==> src/rtl/hpr_pkg.sv <==
package hpr_pkg;

    typedef enum logic [3:0] {
        MT_NONE      = 4'd0,
        MT_HPGPE_ON  = 4'd1,
        MT_HPGPE_OFF = 4'd2,
        MT_GPE_ON    = 4'd3,
        MT_GPE_OFF   = 4'd4,
        MT_PME_ON    = 4'd5,
        MT_PME_OFF   = 4'd6,
        MT_MSI       = 4'd7,
        MT_INTX_ON   = 4'd8,
        MT_INTX_OFF  = 4'd9
    } msg_type_e;

    localparam int NLVL     = 4;
    localparam int LV_HPGPE = 0;
    localparam int LV_GPE   = 1;
    localparam int LV_PME   = 2;
    localparam int LV_INTX  = 3;

    function automatic msg_type_e lvl_msg(input int lv, input logic on);
        msg_type_e t;
        case (lv)
            LV_HPGPE: t = on ? MT_HPGPE_ON : MT_HPGPE_OFF;
            LV_GPE:   t = on ? MT_GPE_ON   : MT_GPE_OFF;
            LV_PME:   t = on ? MT_PME_ON   : MT_PME_OFF;
            default:  t = on ? MT_INTX_ON  : MT_INTX_OFF;
        endcase
        return t;
    endfunction

endpackage

==> src/rtl/hpr_port_state.sv <==
module hpr_port_state (
    input  logic clk,
    input  logic rst_n,
    input  logic hp_evt,
    input  logic hp_clr,
    input  logic pme_evt,
    input  logic pme_clr,
    input  logic gpe_asrt,
    input  logic gpe_dsrt,
    input  logic msi_route,
    input  logic msi_take,
    output logic slot_sts,
    output logic pme_sts,
    output logic gpe_lvl,
    output logic msi_pend
);

    typedef struct packed {
        logic slot;
        logic pme;
        logic gpe;
        logic msip;
    } port_st_t;

    port_st_t st_d, st_q;

    always_comb begin
        st_d      = st_q;
        st_d.slot = hp_evt   | (st_q.slot & ~hp_clr);
        st_d.pme  = pme_evt  | (st_q.pme  & ~pme_clr);
        st_d.gpe  = gpe_asrt | (st_q.gpe  & ~gpe_dsrt);
        st_d.msip = (hp_evt & msi_route) | (st_q.msip & ~msi_take);
    end

    always_ff @(posedge clk or negedge rst_n) begin
        if (!rst_n) st_q <= '0;
        else        st_q <= st_d;
    end

    assign slot_sts = st_q.slot;
    assign pme_sts  = st_q.pme;
    assign gpe_lvl  = st_q.gpe;
    assign msi_pend = st_q.msip;


    evt_beats_clr_chk: assert property (@(posedge clk) disable iff (!rst_n)
        hp_evt |=> slot_sts);


    clr_drops_chk: assert property (@(posedge clk) disable iff (!rst_n)
        (hp_clr && !hp_evt) |=> !slot_sts);


    pme_capture_chk: assert property (@(posedge clk) disable iff (!rst_n)
        pme_evt |=> pme_sts);


    gpe_assert_wins_chk: assert property (@(posedge clk) disable iff (!rst_n)
        gpe_asrt |=> gpe_lvl);

endmodule

==> src/rtl/hpr_msg_select.sv <==
module hpr_msg_select
    import hpr_pkg::*;
#(
    parameter int NPORTS = 4,
    parameter int PIDX_W = 2
) (
    input  logic [NLVL-1:0]   lvl_cond,
    input  logic [NLVL-1:0]   lvl_sent,
    input  logic [NPORTS-1:0] msi_pend,
    output logic              pick_vld,
    output msg_type_e         pick_type,
    output logic [PIDX_W-1:0] pick_port,
    output logic              pick_is_msi,
    output logic [NLVL-1:0]   pick_lvl_oh
);

    always_comb begin
        pick_vld    = 1'b0;
        pick_type   = MT_NONE;
        pick_port   = '0;
        pick_is_msi = 1'b0;
        pick_lvl_oh = '0;
        // GPE class first, in fixed order
        for (int lv = LV_HPGPE; lv <= LV_PME; lv++) begin
            if (!pick_vld && (lvl_cond[lv] != lvl_sent[lv])) begin
                pick_vld        = 1'b1;
                pick_type       = lvl_msg(lv, lvl_cond[lv]);
                pick_lvl_oh[lv] = 1'b1;
            end
        end
        // then message-signalled interrupts, lowest port first
        for (int p = 0; p < NPORTS; p++) begin
            if (!pick_vld && msi_pend[p]) begin
                pick_vld    = 1'b1;
                pick_type   = MT_MSI;
                pick_port   = PIDX_W'(p);
                pick_is_msi = 1'b1;
            end
        end
        // legacy interrupt last
        if (!pick_vld && (lvl_cond[LV_INTX] != lvl_sent[LV_INTX])) begin
            pick_vld             = 1'b1;
            pick_type            = lvl_msg(LV_INTX, lvl_cond[LV_INTX]);
            pick_lvl_oh[LV_INTX] = 1'b1;
        end
    end

endmodule

==> src/rtl/hp_irq_router.sv <==
module hp_irq_router
    import hpr_pkg::*;
#(
    parameter int NPORTS = 4,
    parameter int AW     = 32,
    parameter int DW     = 32,
    parameter int PW     = (NPORTS > 1) ? $clog2(NPORTS) : 1
) (
    input  logic                 clk,
    input  logic                 rst_n,
    input  logic                 glb_hpgpe_en,
    input  logic [NPORTS-1:0]    hp_int_en,
    input  logic [NPORTS-1:0]    msi_en,
    input  logic [NPORTS-1:0]    intx_dis,
    input  logic [NPORTS-1:0]    pme_en,
    input  logic [NPORTS-1:0]    hp_evt,
    input  logic [NPORTS-1:0]    hp_clr,
    input  logic [NPORTS-1:0]    pme_evt,
    input  logic [NPORTS-1:0]    pme_clr,
    input  logic [NPORTS-1:0]    gpe_asrt,
    input  logic [NPORTS-1:0]    gpe_dsrt,
    input  logic [NPORTS*AW-1:0] msi_addr,
    input  logic [NPORTS*DW-1:0] msi_data,
    input  logic                 msg_ack,
    output logic                 msg_req,
    output logic [3:0]           msg_type,
    output logic [PW-1:0]        msg_port,
    output logic [AW-1:0]        msg_addr,
    output logic [DW-1:0]        msg_data
);

    typedef struct packed {
        logic            req;
        msg_type_e       mtype;
        logic [PW-1:0]   port;
        logic [AW-1:0]   addr;
        logic [DW-1:0]   data;
        logic [NLVL-1:0] sent;
    } out_st_t;

    out_st_t st_d, st_q;

    logic [NPORTS-1:0] slot_sts, pme_sts, gpe_lvl, msi_pend;
    logic [NPORTS-1:0] msi_route, intx_route, msi_take;
    logic [NLVL-1:0]   lvl_cond, pick_lvl_oh;
    logic              pick_vld, pick_is_msi, free, launch;
    msg_type_e         pick_type;
    logic [PW-1:0]     pick_port;

    assign free   = !st_q.req || msg_ack;
    assign launch = free && pick_vld;

    for (genvar p = 0; p < NPORTS; p++) begin : g_port
        assign msi_route[p]  = !glb_hpgpe_en && hp_int_en[p] && msi_en[p];
        assign intx_route[p] = !glb_hpgpe_en && hp_int_en[p] && !msi_en[p] && !intx_dis[p];
        assign msi_take[p]   = launch && pick_is_msi && (pick_port == PW'(p));

        hpr_port_state u_state (
            .clk       (clk),
            .rst_n     (rst_n),
            .hp_evt    (hp_evt[p]),
            .hp_clr    (hp_clr[p]),
            .pme_evt   (pme_evt[p]),
            .pme_clr   (pme_clr[p]),
            .gpe_asrt  (gpe_asrt[p]),
            .gpe_dsrt  (gpe_dsrt[p]),
            .msi_route (msi_route[p]),
            .msi_take  (msi_take[p]),
            .slot_sts  (slot_sts[p]),
            .pme_sts   (pme_sts[p]),
            .gpe_lvl   (gpe_lvl[p]),
            .msi_pend  (msi_pend[p])
        );
    end

    assign lvl_cond[LV_HPGPE] = glb_hpgpe_en && (|slot_sts);
    assign lvl_cond[LV_GPE]   = |gpe_lvl;
    assign lvl_cond[LV_PME]   = |(pme_sts & pme_en);
    assign lvl_cond[LV_INTX]  = |(slot_sts & intx_route);

    hpr_msg_select #(.NPORTS(NPORTS), .PIDX_W(PW)) u_sel (
        .lvl_cond    (lvl_cond),
        .lvl_sent    (st_q.sent),
        .msi_pend    (msi_pend),
        .pick_vld    (pick_vld),
        .pick_type   (pick_type),
        .pick_port   (pick_port),
        .pick_is_msi (pick_is_msi),
        .pick_lvl_oh (pick_lvl_oh)
    );

    always_comb begin
        st_d = st_q;
        if (free) begin
            st_d.req   = pick_vld;
            st_d.mtype = pick_vld ? pick_type : MT_NONE;
            st_d.port  = '0;
            st_d.addr  = '0;
            st_d.data  = '0;
            if (launch && pick_is_msi) begin
                st_d.port = pick_port;
                st_d.addr = msi_addr[int'(pick_port)*AW +: AW];
                st_d.data = msi_data[int'(pick_port)*DW +: DW];
            end
            if (launch) st_d.sent = st_q.sent ^ pick_lvl_oh;
        end
    end

    always_ff @(posedge clk or negedge rst_n) begin
        if (!rst_n) st_q <= '{req: 1'b0, mtype: MT_NONE, default: '0};
        else        st_q <= st_d;
    end

    assign msg_req  = st_q.req;
    assign msg_type = st_q.mtype;
    assign msg_port = st_q.port;
    assign msg_addr = st_q.addr;
    assign msg_data = st_q.data;


    hold_until_ack_chk: assert property (@(posedge clk) disable iff (!rst_n)
        (msg_req && !msg_ack) |=> (msg_req && $stable(msg_type) && $stable(msg_port)
                                   && $stable(msg_addr) && $stable(msg_data)));


    non_msi_fields_chk: assert property (@(posedge clk) disable iff (!rst_n)
        (msg_req && msg_type != MT_MSI) |-> (msg_port == '0 && msg_addr == '0 && msg_data == '0));


    idle_type_chk: assert property (@(posedge clk) disable iff (!rst_n)
        !msg_req |-> (msg_type == MT_NONE));


    hpgpe_gate_chk: assert property (@(posedge clk) disable iff (!rst_n)
        (launch && pick_type == MT_HPGPE_ON) |-> (glb_hpgpe_en && (|slot_sts)));

endmodule

==> config.mk <==
export PLATFORM = sky130hd
export DESIGN_NAME = hp_irq_router
export DESIGN_NICKNAME = d
export VERILOG_FILES = /design/src/rtl/hpr_pkg.sv /design/src/rtl/hpr_port_state.sv /design/src/rtl/hpr_msg_select.sv /design/src/rtl/hp_irq_router.sv
export SDC_FILE = /design/constraint.sdc
export NUM_CORES = 1
export LEC_CHECK = 0
export ABC_AREA = 1
export BUFFER_PORTS_ARGS = -buffer_cell sky130_fd_sc_hd__buf_4
export CAP_MARGIN = 20
export CORE_AREA = 3 3 141 143
export DETAILED_ROUTE_END_ITERATION = 7
export DIE_AREA = 0 0 144 146
export SKIP_CTS_REPAIR_TIMING = 1
export SYNTH_ARGS = -nofsm -noshare
export SYNTH_HDL_FRONTEND = slang
export SYNTH_HIERARCHICAL = 1
export SYNTH_SLANG_ARGS = --single-unit
export TNS_END_PERCENT = 50
==> constraint.sdc <==
create_clock -name clk -period 2.7 [get_ports clk]
set_input_delay 0.54 -clock clk [delete_from_list [all_inputs] [get_ports clk]]
set_output_delay 0.54 -clock clk [all_outputs]
set_load 0.02 [all_outputs]
# == After elaboration in Yosys (flattened, before gate mapping) ==
# Cells that the tools add are included.
# totals
regBits,91
in_bits,300
out_inout_bits,71
wordCells,172
# op_classes
eq_ne,7
n_shift,2
mux,32
bitwise_logic,55
reduce_logical,54
# ops
op,n
128-bit by 8-bit variable part select with 32-bit output,2
66-bit 2-to-1 mux,1
4-bit 2-to-1 mux,9
1-bit logical AND,30
1-bit AND,20
1-bit logical NOT,17
1-bit 2-to-1 mux,17
1-bit inverter,16
1-bit bitwise OR,16
4-bit OR reduction,4
4-bit AND,2
2-bit 2-to-1 mux,4
2-bit equality test (second input constant),2
1-bit != test,4
4-bit bitwise XOR,1
3-bit 2-to-1 mux,1
2-bit by 1-bit equality test with 1-bit output (second input constant),1
2-bit logical NOT,1
2-bit AND reduction,1
1-bit logical OR,1

# == Depth between registers and ports, before layout ==
# logic_depth
ltp_word,31
mapped_depth,17
mapped_depth_nobuf,16

# == Modules after synthesis ==
# The synthesis kept the hierarchy.
# by_module_without_submodules
mod,n_inst,cells_each,area_per_inst_um2,seq_area_each_um2
hp_irq_router,1,860,5545.3,1876.8
hpr_port_state,4,20,160.2,100.1
hpr_msg_select,1,58,296.5,0.0

# == Worst setup path before layout ==
# OpenSTA, ideal clock, no wires.
# synth_timing
kind,input to register
from,in glb_hpgpe_en
to,reg g_port[2].u_state.st_q (netlist bit g_port[2].u_state/msi_pend)
arrival_ns,2.354
slack_ns,0.229
cell_stages,15
path_buffers,2
cell_sequence,inv_1 -> a21oi_1 -> inv_1 -> ha_1 -> nand3_2 -> nor2_4 -> nand2_1 -> nor2_1 -> buf_2 -> buf_2 -> nand2_1 -> nor2_1 -> inv_1 -> nand2_1 -> nand2_1
# synth_lines
item,line_no,text
"start, declared",hp_irq_router.sv:11,"input logic glb_hpgpe_en,"
"end signal, assigned",hpr_port_state.sv:37,else st_q <= st_d;
"end, declared",hpr_port_state.sv:25,"port_st_t st_d, st_q;"

# == Worst setup path after layout ==
# layout_timing
from,reg g_port[0].u_state.st_q (netlist bit g_port[0].u_state/slot_sts)
to,reg st_q (netlist bit msg_data[17])
# layout_lines
item,line_no,text
"start, declared",hpr_port_state.sv:25,
"start signal, assigned",hpr_port_state.sv:37,
4-bit OR reduction *,hp_irq_router.sv:76,assign lvl_cond[LV_HPGPE] = glb_hpgpe_en && (|slot_sts);
1-bit logical AND *,hp_irq_router.sv:76,
named net lvl_cond[0],hp_irq_router.sv:45,"logic [NLVL-1:0] lvl_cond, pick_lvl_oh;"
1-bit != test *,hpr_msg_select.sv:25,if (!pick_vld && (lvl_cond[lv] != lvl_sent[lv])) begin
1-bit 2-to-1 mux *,hpr_msg_select.sv:25,
1-bit logical NOT,hpr_msg_select.sv:25,
1-bit logical AND,hpr_msg_select.sv:25,
1-bit 2-to-1 mux *,hpr_msg_select.sv:25,
(+10 left out),n/a,
1-bit logical AND,hpr_msg_select.sv:33,if (!pick_vld && msi_pend[p]) begin
1-bit 2-to-1 mux,hpr_msg_select.sv:33,
1-bit logical NOT,hpr_msg_select.sv:33,
1-bit logical AND,hpr_msg_select.sv:33,
2-bit 2-to-1 mux *,hpr_msg_select.sv:33,
named net pick_port[0],hp_irq_router.sv:48,logic [PW-1:0] pick_port;
128-bit by 8-bit variable part select with 32-bit output *,hp_irq_router.sv:103,st_d.data = msi_data[int'(pick_port)*DW +: DW];
66-bit 2-to-1 mux *,hp_irq_router.sv:100,if (launch && pick_is_msi) begin
"end signal, assigned",hp_irq_router.sv:111,else st_q <= st_d;
"end, declared",hp_irq_router.sv:41,"out_st_t st_d, st_q;"
# The timed path passes the listed nets; every way through them passes the cells marked *.
# A chain may end at the register's enable or synchronous reset.

==> metrics.cfg <==
[detailed_routing]
detailedRoute.firstIterationViolations=426
drc_errors=0
num_vias=7142
antenna_violating_nets_left=0
drt_pre_antenna_iters=5
avgViaCountPerCell=4.74
total_wire_length_after_detailed_routing_um=23700
post_drt_wl_per_cell_um=15.8

[placement]
dp.final_hpwl_um=17800
globalplace.congestion=0.866
io_buffers=370
dp_cells=1492
place_area_sq_mm=0.00893
detailedPlace.worstSlack_ps=91.5

[die]
ioPinCount=371
placement_rows=50
initial_cell_density_of_the_core=0.347
die-area_sq_mm=0.0210
floorplan.die.width_um=144
core_area_sq_mm=0.0187
floorplan.die.height_um=146

[hold_path]
worst_hold_path_type=input pin to asynchronous set/reset pin

[layout]
area_delta_synth_final_pct=42.3
nets=1571
final_layout_size_suffix_gt1_frac=0.329
final_cells=1506
final_core_utilization=0.493
nFillCells=1952
diodes=0
fin_area_sq_mm=0.00923

[clocking]
cts_inserted_buffers=9
clkSinkCount=91
cts_htree_levels=3
cts-root-buf=clkbuf_16
cts.reportedPaths.clkPinSlew_ps=70
cts_tree=yes
clockBufferDepth=2
insertion_delay_ps=350

[critical_path]
critical_path.cell_chain=nor2_1 -> a21oi_1 -> inv_1 -> ha_1 -> nand3_2 -> nor2_4 -> o211a_4 -> inv_4 -> buf_12 -> nand2_1 -> nand3_1 -> nand3_1 -> nand2_1
rrSetupSlack_ps=310
cp-end-kind=flop
worst-endpoint-arrival_ps=2630
ff2ff_path_depth=13
setup.worst_path.class=flop to flop
critPathMaxFanout=65
crit_slowest_cell=dfrtp_1
worst_r2r_startpoint=g_port[0].u_state/slot_sts
crit-reg2reg-capture=msg_data[17]
max_stage_delay_ps=380
critical_path.startpoint_type=flop
worstPathRequired_ps=2940

[grt]
maximum_number_of_pins_on_one_net_before_global_route_repair=75
first_global_vias=6819
grt_pass1_wl_um=36200
globalRouteTotalUtil=0.217
globalRoute.totalOverflow=0
antenna_found_initial=0

[timing]
timing.final.hold_violations=0
finalWorstPathRequiredPeriod_ps=2390
fmaxAchievable_mhz=418
rsz0062_at_grt=no
post-route-period-util=0.886
final_critical_path_setup_slack_ps=307
finalSetupTns_ps=0
worst_slew_margin_rel=0.546
final-setup-viol-count=0
max_transition_viols_final=0
fin_worst_skew_ps=7.28
holdWs_ps=204
worst-slew-pin-transition_ps=681

[power]
internal_power_mw=3.19
comb_power_share=0.398
clock_power_share=0.257
share_seq_of_total_power=0.345
leakagePower_nw=5.25
powerDensity_mw_per_mm2=545
ir_worst_vdd_mv=0.329
power.switching_fraction=0.365
netSwitchingPower_mw=1.84
total_power_mw=5.03

[synth]
synth.lib_cells_used.distinct=26
ys_seq_area_frac=0.351
synth-seq-cells=91
netlist_instances=998
mappedNetlistNets=1300
postSynthAreaPerCell_sq_um=6.50
synth_warnings=6
mappedNetlistArea_sq_mm=0.00648

[job]
maxCapViolations=0

[outcome]
run_status=completed

-- state kept, by name, indices dropped and copies added (netlist names) --
signal / cells
msg_port: 2
msg_req: 1
st_q: 4
g_port.u_state/gpe_lvl: 4
msg_addr: 32
g_port.u_state/slot_sts: 4
msg_data: 32
msg_type: 4
g_port.u_state/pme_sts: 4
g_port.u_state/msi_pend: 4
-- Yosys cell counts, drive strengths merged --
| cell | number | share of area |
|---|---|---|
| o211a | 1 | 0.0015 |
| xnor2 | 5 | 0.0068 |
| nand4 | 2 | 0.0019 |
| clkbuf | 10 | 0.0058 |
| nor2 | 30 | 0.021 |
| dfrtp | 91 | 0.35 |
| ha | 2 | 0.0039 |
| buf | 119 | 0.14 |
| nand3b | 3 | 0.0035 |
| inv | 56 | 0.033 |
| a21oi | 2 | 0.0015 |
| nand3 | 198 | 0.16 |
| nand2 | 474 | 0.28 |
| o21ai | 5 | 0.0039 |
-- layout make-up --
| type | instances | area [sq um] | share of cell area |
|---|---|---|---|
| multi-input combinational | 722 | 3090 | 0.335 |
| timing repair buffer | 389 | 3060 | 0.331 |
| sequential | 91 | 2280 | 0.247 |
| tap | 234 | 293 | 0.0317 |
| clock buffer | 10 | 239 | 0.0259 |
| inverter | 56 | 213 | 0.0231 |
| clock inverter | 4 | 52.6 | 0.00570 |
-- placed cells by master (no fill, tap or decap), drive strengths merged --
cell type,instances
buf,389
ha,2
a21oi,2
nand3,198
o211a,1
nor2,30
o21ai,5
xnor2,5
nand2,474
clkbuf,10
clkinvlp,3
dfrtp,91
nand4,2
bufinv,1
inv,56
nand3b,3
-- power groups by stage --
stage | sequential [mW] | combinational (mW) | clock (mW)
after floorplan | 1.71 | 1.39 | 0
after global routing | 1.76 | 2.22 | 1.38
after global placement | 1.75 | 2.01 | 0
after CTS | 1.74 | 2.03 | 1.33
after detailed placement | 1.76 | 2.02 | 0
final | 1.74 | 2.00 | 1.29
-- how the worst max path moves through the flow --
stage	endpoint	startpoint	depth (start not counted)	slack, ps
after global placement	msg_data[17]	glb_hpgpe_en	14	110
after floorplan	g_port[2].u_state/msi_pend	glb_hpgpe_en	15	230
after global routing	msg_data[17]	g_port[0].u_state/slot_sts	13	20
final	msg_data[17]	g_port[0].u_state/slot_sts	13	310
after detailed placement	msg_data[1]	glb_hpgpe_en	14	90
after CTS	msg_data[1]	g_port[0].u_state/slot_sts	13	290
-- worst max-delay path: cells and delay by family, from the launching register on --
kind	cells	cell delay, ps
flip-flops	1	380
adder cells (fa/ha/maj)	1	320
AO/OA/AOI/OAI	2	430
buffers and inverters	3	400
AND/OR/NAND/NOR	7	720
-- layer usage --
metal | wire length [um] | part of all wire | track usage | vias up
li1 | - | - | - | 3590
met1 | 9470 | 0.40 | 0.265 | 3240
met2 | 11800 | 0.50 | 0.373 | 274
met3 | 1880 | 0.079 | 0.0506 | 38
met4 | 612 | 0.026 | 0.0706 | 0
met5 | 0 | 0 | 0 | -
-- cells by family after synthesis --
group / synth area share
AND/OR/NAND/NOR: 0.457
buffers and inverters: 0.174
AO/OA/AOI/OAI: 0.00695
XOR/XNOR: 0.00676
flip-flops: 0.351
adder cells (fa/ha/maj): 0.00386
Power figures use the tool's default switching activity.
